### src/rtl/sar_ctrl_pkg.sv
package sar_ctrl_pkg;

    typedef enum logic [1:0] {
        ST_OFF     = 2'd0,
        ST_SETTLE  = 2'd1,
        ST_RESOLVE = 2'd2,
        ST_HOLD    = 2'd3
    } sar_state_e;

    // word addresses on the register bus
    localparam logic [1:0] WA_RESULT = 2'd0;
    localparam logic [1:0] WA_STATUS = 2'd1;
    localparam logic [1:0] WA_CTRL   = 2'd2;
    localparam logic [1:0] WA_DELAY  = 2'd3;

    // control register bit positions
    localparam int unsigned CB_PWR  = 3;
    localparam int unsigned CB_IE   = 5;
    localparam int unsigned CB_PEND = 6;

endpackage

### src/rtl/sar_settle_cnt.sv
module sar_settle_cnt #(
    parameter int unsigned DLY_W = 6
) (
    input  logic             clk,
    input  logic             rst_n,
    input  logic             load,
    input  logic [DLY_W-1:0] load_val,
    input  logic             dec,
    output logic             hit
);
    logic [DLY_W-1:0] cnt_q;

    always_ff @(posedge clk or negedge rst_n) begin
        if (!rst_n) begin
            cnt_q <= '0;
        end else if (load) begin
            cnt_q <= load_val;
        end else if (dec && cnt_q != '0) begin
            cnt_q <= cnt_q - 1'b1;
        end
    end

    // last settle cycle: one count left
    assign hit = (cnt_q == DLY_W'(1));
endmodule

### src/rtl/sar_approx.sv
module sar_approx #(
    parameter int unsigned RES_W = 10
) (
    input  logic             clk,
    input  logic             rst_n,
    input  logic             clr,
    input  logic             step,
    input  logic             cmp_ge,
    output logic [RES_W-1:0] trial,
    output logic [RES_W-1:0] res_next,
    output logic             last
);
    localparam int unsigned IDX_W = (RES_W > 1) ? $clog2(RES_W) : 1;
    localparam logic [IDX_W-1:0] IDX_TOP = IDX_W'(RES_W - 1);

    logic [RES_W-1:0] acc_q;
    logic [IDX_W-1:0] idx_q;

    always_ff @(posedge clk or negedge rst_n) begin
        if (!rst_n) begin
            acc_q <= '0;
            idx_q <= IDX_TOP;
        end else if (clr) begin
            acc_q <= '0;
            idx_q <= IDX_TOP;
        end else if (step) begin
            acc_q <= res_next;
            if (idx_q != '0) begin
                idx_q <= idx_q - 1'b1;
            end
        end
    end

    always_comb begin
        trial    = acc_q | (RES_W'(1) << idx_q);
        res_next = cmp_ge ? trial : acc_q;
        last     = (idx_q == '0);
    end
endmodule

### src/rtl/sar_seq.sv
module sar_seq
    import sar_ctrl_pkg::*;
(
    input  logic       clk,
    input  logic       rst_n,
    input  logic       start,
    input  logic       stop,
    input  logic       dly_zero,
    input  logic       dly_hit,
    input  logic       bit_last,
    output sar_state_e state,
    output logic       busy,
    output logic       cnt_load,
    output logic       cnt_dec,
    output logic       sar_clr,
    output logic       sar_step,
    output logic       done
);
    sar_state_e state_q, state_d;

    always_comb begin
        state_d = state_q;
        unique case (state_q)
            ST_OFF: begin
                if (start) begin
                    state_d = dly_zero ? ST_RESOLVE : ST_SETTLE;
                end
            end
            ST_SETTLE: begin
                if (stop) begin
                    state_d = ST_OFF;
                end else if (dly_hit) begin
                    state_d = ST_RESOLVE;
                end
            end
            ST_RESOLVE: begin
                if (stop) begin
                    state_d = ST_OFF;
                end else if (bit_last) begin
                    state_d = ST_HOLD;
                end
            end
            ST_HOLD: begin
                if (stop) begin
                    state_d = ST_OFF;
                end
            end
            default: state_d = ST_OFF;
        endcase
    end

    always_ff @(posedge clk or negedge rst_n) begin
        if (!rst_n) begin
            state_q <= ST_OFF;
        end else begin
            state_q <= state_d;
        end
    end

    always_comb begin
        busy     = 1'b0;
        cnt_load = 1'b0;
        cnt_dec  = 1'b0;
        sar_clr  = 1'b0;
        sar_step = 1'b0;
        done     = 1'b0;
        unique case (state_q)
            ST_OFF: begin
                cnt_load = start;
                sar_clr  = start;
            end
            ST_SETTLE: begin
                busy    = 1'b1;
                cnt_dec = 1'b1;
            end
            ST_RESOLVE: begin
                busy     = 1'b1;
                sar_step = 1'b1;
                done     = bit_last && !stop;
            end
            ST_HOLD: begin
                busy = 1'b0;
            end
            default: busy = 1'b0;
        endcase
    end

    assign state = state_q;
endmodule

### src/rtl/sar_conv_ctrl.sv
module sar_conv_ctrl
    import sar_ctrl_pkg::*;
#(
    parameter int unsigned RES_W  = 10,
    parameter int unsigned CHAN_W = 3,
    parameter int unsigned DLY_W  = 6,
    parameter int unsigned DATA_W = 32
) (
    input  logic              clk,
    input  logic              rst_n,
    input  logic              bus_wr,
    input  logic [1:0]        bus_waddr,
    input  logic [DATA_W-1:0] bus_wdata,
    output logic [DATA_W-1:0] bus_rdata,
    input  logic              cmp_ge,
    output logic [RES_W-1:0]  trial_code,
    output logic [CHAN_W-1:0] mux_sel,
    output logic              pwr_on,
    output logic              irq
);
    localparam int unsigned PAD_RES = DATA_W - RES_W;
    localparam int unsigned PAD_DLY = DATA_W - DLY_W;

    logic [CHAN_W-1:0] chan_q;
    logic [CHAN_W-1:0] chan_hold_q;
    logic              pwr_q;
    logic              ie_q;
    logic              pend_q;
    logic [DLY_W-1:0]  dly_q;
    logic [RES_W-1:0]  result_q;

    logic wr_ctrl, wr_dly, start, stop;
    logic busy, cnt_load, cnt_dec, sar_clr, sar_step, done;
    logic dly_hit, bit_last;
    logic [RES_W-1:0] res_next;
    sar_state_e state;

    logic wdata_unused;
    assign wdata_unused = ^{bus_wdata[DATA_W-1:CB_PEND+1], bus_wdata[4]};

    assign wr_ctrl = bus_wr && (bus_waddr == WA_CTRL);
    assign wr_dly  = bus_wr && (bus_waddr == WA_DELAY);
    assign start   = wr_ctrl && bus_wdata[CB_PWR] && !pwr_q;
    assign stop    = wr_ctrl && !bus_wdata[CB_PWR];

    sar_seq u_seq (
        .clk      (clk),
        .rst_n    (rst_n),
        .start    (start),
        .stop     (stop),
        .dly_zero (dly_q == '0),
        .dly_hit  (dly_hit),
        .bit_last (bit_last),
        .state    (state),
        .busy     (busy),
        .cnt_load (cnt_load),
        .cnt_dec  (cnt_dec),
        .sar_clr  (sar_clr),
        .sar_step (sar_step),
        .done     (done)
    );

    sar_settle_cnt #(.DLY_W(DLY_W)) u_cnt (
        .clk      (clk),
        .rst_n    (rst_n),
        .load     (cnt_load),
        .load_val (dly_q),
        .dec      (cnt_dec),
        .hit      (dly_hit)
    );

    sar_approx #(.RES_W(RES_W)) u_sar (
        .clk      (clk),
        .rst_n    (rst_n),
        .clr      (sar_clr),
        .step     (sar_step),
        .cmp_ge   (cmp_ge),
        .trial    (trial_code),
        .res_next (res_next),
        .last     (bit_last)
    );

    always_ff @(posedge clk or negedge rst_n) begin
        if (!rst_n) begin
            chan_q      <= '0;
            chan_hold_q <= '0;
            pwr_q       <= 1'b0;
            ie_q        <= 1'b0;
            pend_q      <= 1'b0;
            dly_q       <= '0;
            result_q    <= '0;
        end else begin
            if (wr_dly) begin
                dly_q <= bus_wdata[DLY_W-1:0];
            end
            if (wr_ctrl) begin
                chan_q <= bus_wdata[CHAN_W-1:0];
                pwr_q  <= bus_wdata[CB_PWR];
                ie_q   <= bus_wdata[CB_IE];
            end
            if (start) begin
                chan_hold_q <= bus_wdata[CHAN_W-1:0];
            end
            if (done) begin
                result_q <= res_next;
            end
            // clear by write wins over a same-cycle completion
            if (wr_ctrl && !bus_wdata[CB_PEND]) begin
                pend_q <= 1'b0;
            end else if (done) begin
                pend_q <= 1'b1;
            end
        end
    end

    always_comb begin
        bus_rdata = '0;
        unique case (bus_waddr)
            WA_RESULT: bus_rdata = {{PAD_RES{1'b0}}, result_q};
            WA_STATUS: bus_rdata = {{(DATA_W-1){1'b0}}, busy};
            WA_CTRL: begin
                bus_rdata[CHAN_W-1:0] = chan_q;
                bus_rdata[CB_PWR]     = pwr_q;
                bus_rdata[CB_IE]      = ie_q;
                bus_rdata[CB_PEND]    = pend_q;
            end
            WA_DELAY:  bus_rdata = {{PAD_DLY{1'b0}}, dly_q};
            default:   bus_rdata = '0;
        endcase
    end

    assign mux_sel = chan_hold_q;
    assign pwr_on  = pwr_q;
    assign irq     = pend_q & ie_q;
endmodule

### config.mk
export PLATFORM = sky130hd
export DESIGN_NAME = sar_conv_ctrl
export DESIGN_NICKNAME = d
export VERILOG_FILES = /design/src/rtl/sar_ctrl_pkg.sv /design/src/rtl/sar_settle_cnt.sv /design/src/rtl/sar_approx.sv /design/src/rtl/sar_seq.sv /design/src/rtl/sar_conv_ctrl.sv
export SDC_FILE = /design/constraint.sdc
export NUM_CORES = 1
export LEC_CHECK = 0
export ABC_AREA = 0
export BUFFER_PORTS_ARGS = -buffer_cell sky130_fd_sc_hd__buf_2
export CAP_MARGIN = 20
export CORE_MARGIN = 1.5
export CORE_UTILIZATION = 55
export DETAILED_ROUTE_END_ITERATION = 10
export PLACE_DENSITY = 0.85
export SYNTH_ARGS = -nofsm -noshare
export SYNTH_HDL_FRONTEND = slang
export SYNTH_SLANG_ARGS = --single-unit
### constraint.sdc
create_clock -name clk -period 4.8 [get_ports clk]
set_input_delay 0.96 -clock clk [delete_from_list [all_inputs] [get_ports clk]]
set_output_delay 0.96 -clock clk [all_outputs]
set_load 0.02 [all_outputs]
==> summary.txt, run 1 <==
Drt
  • Residual antenna-violating net count after detailed routing: 0
  • Mean number of vias per cell: 5.542
  • Initial DRT Pass Iterations: 5
  • DRT iter0 DRCs: 78
  • Average wire per standard cell: 15.17 µm
  • Routed vias: 1962
  • Number of design rule violations left after detail routing: 0
  • Wirelength, routed: 5371 µm

Setup path
  • Startpoint of the most critical register-to-register path: u_sar.idx_q[1]$_DFFE_PN0P_
  • Arrival time at the worst endpoint: 2110 ps
  • Critical path data required time: 3840 ps
  • Path depth of the worst reg2reg path: 6
  • Worst r2r dst: u_seq.state[0]$_DFFE_PN0P_
  • Nature of the critical path endpoint: output pin
  • Kind of critical path: in2out
  • Highest net fanout along the worst path: 9
  • Register-to-register setup slack: 2340 ps
  • Beginning of the critical path: bus_waddr[0]
  • Kind of start point of the critical path: primary input

Synthesis
  • Warnings, synthesis: 0
  • Post-Syn Instances: 265
  • Area leader, netlist: dfrtp_1
  • Flip-flop and latch count after synthesis: 47
  • Synth cell types: 42
  • Post-Synthesis Cell Area: 2674 µm²
  • Area share of the leading cell type in the synthesized netlist: 0.4212
  • Sequential-to-total area share from yosys stat: 0.4408
  • Largest cells by area after synthesis: dfrtp_1 (42%), ha_1 (8.0%), mux2_2 (6.3%)
  • Post-Synthesis Mean Instance Area: 10.09 µm²

Power
  • Maximum vdd drop: 0.2557 mV
  • Part of the total power dissipated in combinational logic: 0.353
  • Leak Pwr: 1.601 nW
  • Areal power density over the cells: 483.8 nW/µm²
  • Net load switching power: 0.5141 mW
  • Part of the power in registers: 0.410
  • Share of total power consumed by net switching: 0.3614
  • Part of the total power dissipated in the clock network: 0.237
  • Internal Dissipation: 0.9084 mW

GRT
  • Global-route wire length before repair: 8687 µm
  • Antenna violations before repair: 0
  • Leftover overflow at the end of global routing: 0
  • Total track usage: 0.2128
  • Maximum number of pins on one net before global-route repair: 48
  • Via count of the first global-routing pass: 1832

Cells and area
  • Number of inserted diodes: 0
  • Count of nets after finishing: 354
  • Fraction of final layout cells with drive strength greater than 1: 0.2233
  • Post-synthesis to final-layout area growth: 9.967%
  • Core Util, Final: 0.6267

Die
  • Die span in x: 72.73 µm
  • Starting density of the core: 0.5699
  • Number of core rows: 25
  • Die height: 72.73 µm
  • Io pins: 85
  • Die Footprint: 5289 µm²
  • Area inside the core boundary: 4692 µm²

Timing
  • Total count of hold-check failures in the final report: 0
  • Transition at the pin with the smallest max-transition slack: 735.4 ps
  • Final critical-path required period: 3070 ps
  • Final-layout setup total negative slack: 0 ps
  • Share of the clock period used by the worst path: 0.6396
  • Final setup violation count: 0
  • Number of pins exceeding their max-slew limit in the final report: 0
  • Worst clock skew: 2.746 ps
  • Normalized max-slew margin: 0.5083
  • WHS: 486.5 ps
  • Highest Clock Rate: 325.7 MHz
  • Setup repair after global routing missed its margin: false

Clock network
  • Number of sinks driven by the clock tree: 47
  • Post-CTS Resized: 0
  • Number of clock buffers inserted by TritonCTS: 5
  • Buffers inserted by post-CTS timing repair: 0
  • CTS clock-pin slew for the worst setup and hold paths: 80 ps
  • Number of hold buffers added after cts: 0
  • H-Tree Level Count: 2
  • Library cell used as clock root buffer: clkbuf_8
  • Maximum buffer depth of the clock tree: 2
  • Clock latency reported for the late side of the worst-skew pair: 290 ps
  • CTS tree: yes

Run
  • Max-cap violations: 0

Worst hold path
  • Min-delay worst type: reg2reg
  • Hold path cells: 2
  • Sink of the worst hold path: result_q[8]$_DFFE_PN0P_
  • Origin of the worst min-delay path: result_q[8]$_DFFE_PN0P_

Placement
  • HPWL after detailed placement: 3841 µm
  • Final GP Congestion: 0.7767
  • # port buffers: 37

Run status
  • Status: finished clean
## critical path, cell delays in order
cell and delay [ps]:
buf_2 110, inv_1 80, ha_1 320, a222oi_1 340, mux2i_1 120, buf_2 180
## flip-flops by register name, summed over array words and instances, names as in the netlist
register / cells
chan_q: 3
dly_q: 6
ie_q: 1
mux_sel: 3
pend_q: 1
pwr_on: 1
result_q: 10
u_cnt.cnt_q: 6
u_sar.acc_q: 10
u_sar.idx_q: 4
u_seq.state: 2
## power by group through the flow
stage                     Combinational, mW  Sequential [mW]  Clock [mW]
final                                 0.502            0.583       0.338
after global routing                  0.553            0.598       0.352
after CTS                             0.499            0.580       0.342
after detailed placement              0.494            0.587           0
after global placement                0.474            0.580           0
after floorplan                       0.382            0.571           0
## placed cells by master, fill, tap and decap left out, types with 3 or more instances in the layout
cell      Yosys  layout
nand2_1      28      28
clkbuf_8      0       5
a31oi_1       3       3
buf_2         0      37
inv_1        11      11
nor3_1        3       3
nor2_1       13      13
nand3_1       4       4
a22oi_1       5       5
conb_1        1      22
o211a_1       7       7
and2_1        6       6
o21ai_0      28      28
dfrtp_1      45      45
a21o_1        8       8
ha_1         17      17
xor2_1        5       5
a21oi_1       4       4
mux2_2       15      15
## layout make-up
type | instances | area (µm²)
fill | 361 | 1752
multi-input combinational | 196 | 1315
clock inverter | 2 | 60.06
timing repair buffer | 38 | 205.2
tap | 54 | 67.56
inverter | 11 | 41.29
clock buffer | 6 | 72.57
sequential | 47 | 1179
## synthesized netlist by cell type (all sizes together)
cell type and n:
nor3 3, a222oi 2, nor4 2, o31ai 1, nor4bb 1, dfrtp 45
mux2 17, a22oi 5, a21o 10, a21boi 2, or3b 1, mux2i 2
a21oi 4, a311oi 1, or4b 1, ha 17, nand4 1, nand3 4
dfstp 2, xnor2 1, a31oi 3, clkbuf 7, nor2 13, or2b 1
inv 11, o21ai 28, nor4b 1, or2 1, and3 1, nand2 28
xor2 5, conb 1, nand3b 2, nand4b 1, nor2b 2, and2 6
o211a 7, buf 25
## through the flow
step                area, µm²  instances  total power [mW]  worst slack (ps)
floorplan                2753        286            0.9535              1930
global placement         2788        345             1.054              1753
detailed placement       2788        345             1.080              1760
CTS                      2920        353             1.421              1748
global route             2940        354             1.503              1671
finish                   2940        354             1.422              1730
## worst max-delay path by stage
stage	end	slack (ps)	cells after the start
after global placement	bus_rdata[0]	1750	6
after floorplan	bus_rdata[1]	1930	4
after CTS	bus_rdata[0]	1750	6
after global routing	bus_rdata[2]	1670	6
after detailed placement	bus_rdata[0]	1760	6
final	bus_rdata[0]	1730	6
## cells by family (layout without fill, tap and decap cells)
| family | Yosys count | after routing | share of synthesized area |
|---|---|---|---|
| AOI/OAI and AO/OA | 63 | 63 | 0.1554 |
| xor gates and xnor gates | 6 | 6 | 0.01965 |
| adders and majority gates | 17 | 17 | 0.07955 |
| buffers and inverters | 43 | 57 | 0.09687 |
| DFF | 47 | 47 | 0.4408 |
| muxes | 19 | 19 | 0.07908 |
| other | 1 | 22 | 0.001402 |
| and+or+nand+nor | 69 | 69 | 0.1273 |
## per-layer routing
metal	GRT usage	vias up	share of wire
met5	0	-	0
met4	0.06499	0	0.014
met3	0.03315	10	0.048
met2	0.3772	65	0.52
met1	0.2674	945	0.41
li1	-	942	-
No activity file was read; power rests on OpenSTA's default activity.
==> inputs of run 2 (changes only) <==
--- a/config.mk
+++ b/config.mk
@@ -9,9 +9,9 @@
 export BUFFER_PORTS_ARGS = -buffer_cell sky130_fd_sc_hd__buf_2
 export CAP_MARGIN = 20
 export CORE_MARGIN = 1.5
-export CORE_UTILIZATION = 55
+export CORE_UTILIZATION = 51
 export DETAILED_ROUTE_END_ITERATION = 10
-export PLACE_DENSITY = 0.85
+export PLACE_DENSITY = 0.8
 export SYNTH_ARGS = -nofsm -noshare
 export SYNTH_HDL_FRONTEND = slang
 export SYNTH_SLANG_ARGS = --single-unit
==> constraint.sdc (replaced) <==
create_clock -name clk -period 2.85 [get_ports clk]
set_input_delay 0.57 -clock clk [delete_from_list [all_inputs] [get_ports clk]]
set_output_delay 0.57 -clock clk [all_outputs]
set_load 0.02 [all_outputs]
==> run 2 against run 1 <==
Routed wire length grew 2.0%. Critical endpoint is now trial_code[0]. First-iteration DRC count grew 38%. Combinational power grew 67%. Die area grew 7.5%. Total power grew 57%. Design area is the same.
==> summary.txt, run 2 (synthesized netlist as in run 1, its figures left out) <==
Cells and area
  • Most common cell after layout, fill and taps aside: dfrtp_1
  • Commonest cells after routing, fill and taps aside: dfrtp_1 (45), buf_2 (37), nand2_1 (28), o21ai_0 (28), conb_1 (22)
  • Post-route standard cell area excluding fillers: 2940 µm² (unchanged)
  • Count of nets after finishing: 358 (+1.1%)
  • Fraction of final layout cells with drive strength greater than 1: 0.2336 (+0.01022)
  • Post-synthesis to final-layout area growth: 9.967% (unchanged)
  • Number of inserted diodes: 0 (unchanged)
  • Core Util, Final: 0.5794 (-0.04728)
  • Number of fillers in the final layout: 445 (+23%)
  • Biggest registers after layout: result_q x10, u_sar.acc_q x10

Power
  • Areal power density over the cells: 761.7 nW/µm² (+57%)
  • Leak Pwr: 1.598 nW (-0.14%)
  • Part of the total power dissipated in combinational logic: 0.375 (+0.022)
  • Part of the power in registers: 0.438 (+0.028)
  • Share of total power consumed by net switching: 0.3856 (+0.02418)
  • Net load switching power: 0.8636 mW (+68%)
  • Part of the total power dissipated in the clock network: 0.187 (-0.050)
  • Maximum vdd drop: 0.3928 mV (+54%)
  • Internal Dissipation: 1.376 mW (+51%)

Clock network
  • Maximum buffer depth of the clock tree: 2 (unchanged)
  • Buffers inserted by post-CTS timing repair: 0 (unchanged)
  • CTS clock-pin slew for the worst setup and hold paths: 80 ps (about the same)
  • CTS tree: yes
  • Number of sinks driven by the clock tree: 47 (unchanged)
  • Clock latency reported for the late side of the worst-skew pair: 300 ps (about the same)
  • Number of clock buffers inserted by TritonCTS: 5 (unchanged)
  • H-Tree Level Count: 2 (unchanged)
  • Library cell used as clock root buffer: clkbuf_8
  • Post-CTS Resized: 0 (unchanged)
  • Number of hold buffers added after cts: 0 (unchanged)

Worst hold path
  • Min-delay worst type: in2async

Drt
  • Average wire per standard cell: 14.65 µm (-3.4%)
  • DRT iter0 DRCs: 108 (+38%)
  • Number of design rule violations left after detail routing: 0 (unchanged)
  • Wirelength, routed: 5480 µm (+2.0%)
  • Residual antenna-violating net count after detailed routing: 0 (unchanged)
  • Mean number of vias per cell: 5.257 (-5.2%)
  • Initial DRT Pass Iterations: 5 (unchanged)
  • Routed vias: 1966 (+0.20%)

Timing
  • Total count of hold-check failures in the final report: 0 (unchanged)
  • Normalized max-slew margin: 0.5754 (+0.06714)
  • Final-layout setup total negative slack: 0 ps (unchanged)
  • Number of pins exceeding their max-slew limit in the final report: 0 (unchanged)
  • Highest Clock Rate: 392.5 MHz
  • Worst clock skew: 8.555 ps (+5.809 ps)
  • Final setup violation count: 0 (unchanged)
  • Transition at the pin with the smallest max-transition slack: 636.9 ps (-98.52 ps)
  • Final critical-path required period: 2548 ps
  • Setup repair after global routing missed its margin: false
  • Share of the clock period used by the worst path: 0.8940

Die
  • Area inside the core boundary: 5075 µm² (+8.2%)
  • Io pins: 85 (unchanged)
  • Die span in x: 75.41 µm (+3.7%)
  • Die Footprint: 5686 µm² (+7.5%)
  • Starting density of the core: 0.5269 (-0.04299)
  • Number of core rows: 26 (+4.0%)
  • Die height: 75.41 µm (+3.7%)

Setup path
  • Highest net fanout along the worst path: 8 (-1)
  • Startpoint of the most critical register-to-register path: u_sar.idx_q[1]$_DFFE_PN0P_
  • Nature of the critical path endpoint: output pin
  • Kind of start point of the critical path: flip-flop
  • Arrival time at the worst endpoint: 1980 ps (-130 ps)
  • Register-to-register setup slack: 400 ps (-1940 ps)
  • Worst r2r dst: u_seq.state[0]$_DFFE_PN0P_
  • Kind of critical path: reg2out
  • Path depth of the worst reg2reg path: 6 (unchanged)
  • Critical path data required time: 2280 ps (-1560 ps)

GRT
  • Maximum number of pins on one net before global-route repair: 28 (-42%)
  • Total track usage: 0.2116 (-0.001164)
  • Antenna violations before repair: 0 (unchanged)
  • Leftover overflow at the end of global routing: 0 (unchanged)
  • Via count of the first global-routing pass: 1853 (+1.1%)
  • Global-route wire length before repair: 8921 µm (+2.7%)

Placement
  • HPWL after detailed placement: 4116 µm (+7.2%)
  • # port buffers: 37 (unchanged)
  • Final GP Congestion: 0.7918 (+1.9%)
  • Post-detailed-placement cell area: 2845 µm² (+2.1%)

Run
  • Max-cap violations: 0 (unchanged)

Run status
  • Status: finished clean
-- run 2: cell types whose count changed in the layout (fill, tap and decap cells not counted) --
| cell | previous run | this run |
|---|---|---|
| buf_4 | 0 | 5 |
| bufinv_16 | 2 | 0 |
| buf_12 | 1 | 0 |
| clkbuf_8 | 5 | 6 |
| clkinv_4 | 0 | 1 |
-- run 2: routing by layer --
metal	share of wire	wire (µm)	track usage
met3	0.048	262	0.04497
met1	0.44	2398	0.2793
met5	0	0	0
met2	0.51	2771	0.3519
met4	0.0088	48	0.06349
-- run 2: power groups by stage --
stage / combinational, mW / sequential (mW) / clock, mW
global route: 0.955 / 1.01 / 0.455
finish: 0.840 / 0.981 / 0.419
detailed placement: 0.842 / 0.989 / 0
global placement: 0.802 / 0.982 / 0
CTS: 0.848 / 0.977 / 0.428
floorplan: 0.644 / 0.962 / 0
-- run 2: layout make-up --
cell class                 count  area, µm²  share of cell area
clock buffer                   7      86.33             0.02936
clock inverter                 1      8.758            0.002979
inverter                      11      41.29             0.01404
multi-input combinational    196       1315              0.4472
sequential                    47       1179              0.4009
tap                           70      87.58             0.02979
timing repair buffer          42      222.7             0.07574
-- run 2: per-stage QoR --
stage               setup WS (ps)  hold slack (ps)  power, mW  cells
finish                      302.0            284.2      2.240    374
global placement            480.7            459.5      1.784    366
global route                187.9            313.3      2.416    374
detailed placement          410.8            467.9      1.832    366
CTS                         289.7            302.1      2.254    374
floorplan                   641.4            274.4      1.606    286
-- run 2: critical path: stages, from the launching register on --
cell and delay, ps:
dfstp_2 590, inv_1 90, ha_1 250, or3b_1 320, or2b_1 260, buf_2 160
-- run 2: worst max-delay path by stage --
| stage | startpoint | end | slack, ps | cells after the start |
|---|---|---|---|---|
| detailed placement | bus_waddr[0] | u_seq.state[0]$_DFFE_PN0P_ | 410 | 7 |
| finish | u_sar.idx_q[0]$_DFFE_PN1P_ | trial_code[0] | 300 | 5 |
| global placement | u_sar.idx_q[1]$_DFFE_PN0P_ | u_seq.state[0]$_DFFE_PN0P_ | 480 | 6 |
| CTS | u_sar.idx_q[0]$_DFFE_PN1P_ | trial_code[0] | 290 | 5 |
| global route | u_sar.idx_q[0]$_DFFE_PN1P_ | trial_code[0] | 190 | 5 |
| floorplan | u_sar.idx_q[1]$_DFFE_PN0P_ | u_seq.state[0]$_DFFE_PN0P_ | 640 | 7 |
==> inputs of run 3 (changes only) <==
--- a/config.mk
+++ b/config.mk
@@ -9,9 +9,9 @@
 export BUFFER_PORTS_ARGS = -buffer_cell sky130_fd_sc_hd__buf_2
 export CAP_MARGIN = 20
 export CORE_MARGIN = 1.5
-export CORE_UTILIZATION = 51
+export CORE_UTILIZATION = 46
 export DETAILED_ROUTE_END_ITERATION = 10
-export PLACE_DENSITY = 0.8
+export PLACE_DENSITY = 0.76
 export SYNTH_ARGS = -nofsm -noshare
 export SYNTH_HDL_FRONTEND = slang
 export SYNTH_SLANG_ARGS = --single-unit
==> constraint.sdc (replaced) <==
create_clock -name clk -period 2.15 [get_ports clk]
set_input_delay 0.43 -clock clk [delete_from_list [all_inputs] [get_ports clk]]
set_output_delay 0.43 -clock clk [all_outputs]
set_load 0.02 [all_outputs]
==> run 3 against run 2 <==
Core utilization is 2.7 points lower. Sequential share of layout area is 1.8 points lower. Largest power group is now combinational cells. Worst hold slack got worse by 200 ps. Largest cell class unchanged.
==> summary.txt, run 3 (synthesized netlist as in run 1, its figures left out) <==
Setup path
  • Slowest cell on crit path: dfstp_2
  • Arrival time at the worst endpoint: 1710 ps (-270 ps)
  • Crit path cell chain: inv_2 -> ha_4 -> or3b_4 -> buf_6 -> or2b_1 -> buf_6
  • Worst r2r dst: u_seq.state[1]$_DFFE_PN0P_
  • Critical path data required time: 1720 ps (-560 ps)
  • Nature of the critical path endpoint: output pin
  • Register-to-register setup slack: 40 ps (-360 ps)
  • Crit path largest cell delay: 540 ps (-50 ps)
  • Startpoint of the most critical register-to-register path: u_sar.idx_q[1]$_DFFE_PN0P_
  • Kind of start point of the critical path: flip-flop
  • Kind of critical path: reg2out
  • Path depth of the worst reg2reg path: 7 (+1)
  • Most numerous cell on the critical path: buf_6
  • Highest net fanout along the worst path: 2 (-6)

Timing
  • Final setup violation count: 0 (unchanged)
  • Share of the clock period used by the worst path: 0.9933
  • Worst clock skew: 6.218 ps (-2.337 ps)
  • Number of pins exceeding their max-slew limit in the final report: 0 (unchanged)
  • Final critical-path required period: 2136 ps
  • Final-layout setup total negative slack: 0 ps (unchanged)
  • WHS: 79.63 ps (-204.5 ps)
  • Total count of hold-check failures in the final report: 0 (unchanged)
  • Setup repair after global routing missed its margin: true
  • Highest Clock Rate: 468.3 MHz

Power
  • Maximum vdd drop: 0.5383 mV (+37%)
  • Part of the total power dissipated in the clock network: 0.182 (-0.005)
  • Net load switching power: 1.186 mW (+37%)
  • Part of the power in registers: 0.403 (-0.035)
  • Part of the total power dissipated in combinational logic: 0.414 (+0.039)
  • Areal power density over the cells: 1028 nW/µm² (+35%)
  • Leak Pwr: 1.668 nW (+4.3%)
  • Share of total power consumed by net switching: 0.3748 (-0.01080)
  • Internal Dissipation: 1.978 mW (+44%)

GRT
  • Leftover overflow at the end of global routing: 0 (unchanged)
  • Via count of the first global-routing pass: 2015 (+8.7%)
  • Total track usage: 0.1951 (-0.01655)
  • Global-route wire length before repair: 9556 µm (+7.1%)
  • Met1 track utilization from global routing: 0.2625 (-0.01679)
  • Busiest grt layer: met2
  • Grt met2 use: 0.3308 (-0.02108)
  • Global routing usage on met3: 0.02874 (-0.01624)
  • Antenna violations before repair: 0 (unchanged)
  • Maximum number of pins on one net before global-route repair: 22 (-21%)

Run
  • Max-cap violations: 0 (unchanged)

Cells and area
  • Number of inserted diodes: 0 (unchanged)
  • Post-route standard cell area excluding fillers: 3078 µm² (+4.7%)
  • Fraction of final layout cells with drive strength greater than 1: 0.2799 (+0.04632)
  • Count of nets after finishing: 372 (+3.9%)
  • Core Util, Final: 0.5522 (-0.02720)
  • Commonest cells after routing, fill and taps aside: dfrtp_1 (45), buf_2 (36), nand2_1 (28), o21ai_0 (28), conb_1 (22)
  • Post-synthesis to final-layout area growth: 15.11%
  • Most common cell after layout, fill and taps aside: dfrtp_1
  • Biggest registers after layout: result_q x10, u_sar.acc_q x10

Clock network
  • Maximum buffer depth of the clock tree: 2 (unchanged)
  • Number of sinks driven by the clock tree: 47 (unchanged)
  • H-Tree Level Count: 2 (unchanged)
  • CTS tree: yes
  • Library cell used as clock root buffer: clkbuf_8
  • Number of hold buffers added after cts: 0 (unchanged)
  • CTS clock-pin slew for the worst setup and hold paths: 80 ps (about the same)
  • Clock latency reported for the late side of the worst-skew pair: 290 ps (about the same)
  • Number of clock buffers inserted by TritonCTS: 5 (unchanged)

Die
  • Starting density of the core: 0.4797 (-0.04719)
  • Die Footprint: 6279 µm² (+10%)
  • Area inside the core boundary: 5574 µm² (+9.8%)
  • Die span in x: 79.24 µm (+5.1%)
  • Number of core rows: 27 (+3.8%)
  • Io pins: 85 (unchanged)
  • Die height: 79.24 µm (+5.1%)

Placement
  • Post-detailed-placement cell area: 2920 µm² (+2.6%)
  • # port buffers: 37 (unchanged)
  • Final GP Congestion: 0.8157 (+3.0%)
  • HPWL after detailed placement: 4221 µm (+2.5%)

Drt
  • Residual antenna-violating net count after detailed routing: 0 (unchanged)
  • DRT iter0 DRCs: 61 (-44%)
  • Number of design rule violations left after detail routing: 0 (unchanged)
  • Routed vias: 2040 (+3.8%)
  • Mean number of vias per cell: 5.231 (-0.49%)
  • Wirelength, routed: 5660 µm (+3.3%)
  • Average wire per standard cell: 14.51 µm (-0.95%)
  • Initial DRT Pass Iterations: 4 (-1)

Worst hold path
  • Min-delay worst type: in2async

Run status
  • Status: finished clean
## run 3: cell count changes in the layout (fill, tap and decap cells not counted), sizes merged
cell,change
buf,+14
clkbuf,+1
clkinv,-1
## run 3: stage by stage
step | instances | setup WS [ps] | total power [mW]
after detailed placement | 376 | -6.283 | 2.498
after floorplan | 286 | 21.89 | 2.148
after global routing | 390 | -41.52 | 3.372
after CTS | 388 | 6.260 | 3.129
after global placement | 376 | 53.07 | 2.444
final | 390 | 14.47 | 3.164
## run 3: worst max path at each step
stage / depth (start not counted) / startpoint / end / slack [ps]
after floorplan: 7 / u_sar.idx_q[0]$_DFFE_PN1P_ / u_seq.state[0]$_DFFE_PN0P_ / 20
after global placement: 6 / u_sar.idx_q[0]$_DFFE_PN1P_ / u_seq.state[0]$_DFFE_PN0P_ / 50
after detailed placement: 7 / bus_waddr[0] / u_seq.state[0]$_DFFE_PN0P_ / -6
after CTS: 6 / u_sar.idx_q[0]$_DFFE_PN1P_ / trial_code[0] / 6
after global routing: 6 / u_sar.idx_q[0]$_DFFE_PN1P_ / trial_code[0] / -40
final: 6 / u_sar.idx_q[0]$_DFFE_PN1P_ / trial_code[0] / 10
## run 3: cell type report
class                   count  area (µm²)
fillers                   489        2496
multi-input cells         196        1330
flip-flops and latches     47        1179
repair buffers             56       337.8
clock buffers               8       100.1
well taps                  72       90.09
inverters                  11       41.29
## run 3: what timing repair did
action / in CTS / in global routing
resized for setup: 5 / 0
setup endpoints to repair: 4 / 4
hold endpoints to repair: 0 / 0
setup buffers: 4 / 2
pin swaps: 1 / 2
## run 3: power groups by stage
| stage | combinational, mW | clock, mW | sequential (mW) |
|---|---|---|---|
| 2_1_floorplan | 0.871 | 0 | 1.28 |
| 3_3_place_gp | 1.17 | 0 | 1.28 |
| 3_5_place_dp | 1.21 | 0 | 1.29 |
| 4_1_cts | 1.27 | 0.583 | 1.27 |
| 5_1_grt | 1.45 | 0.625 | 1.30 |
| 6_report | 1.31 | 0.577 | 1.28 |
## run 3: routing by layer
metal  up-vias  routed length, µm
li1        982                  -
met1       988               2543
met5         -                  0
met4         0                 68
met2        63               2822
met3         7                225
## run 3: worst max-delay path, delay by kind of cell (launching register included)
family	cells	cell delay, ps
buffers and inverters	3	260
AND/OR/NAND/NOR	2	460
adder cells (fa/ha/maj)	1	150
flip-flops	1	540
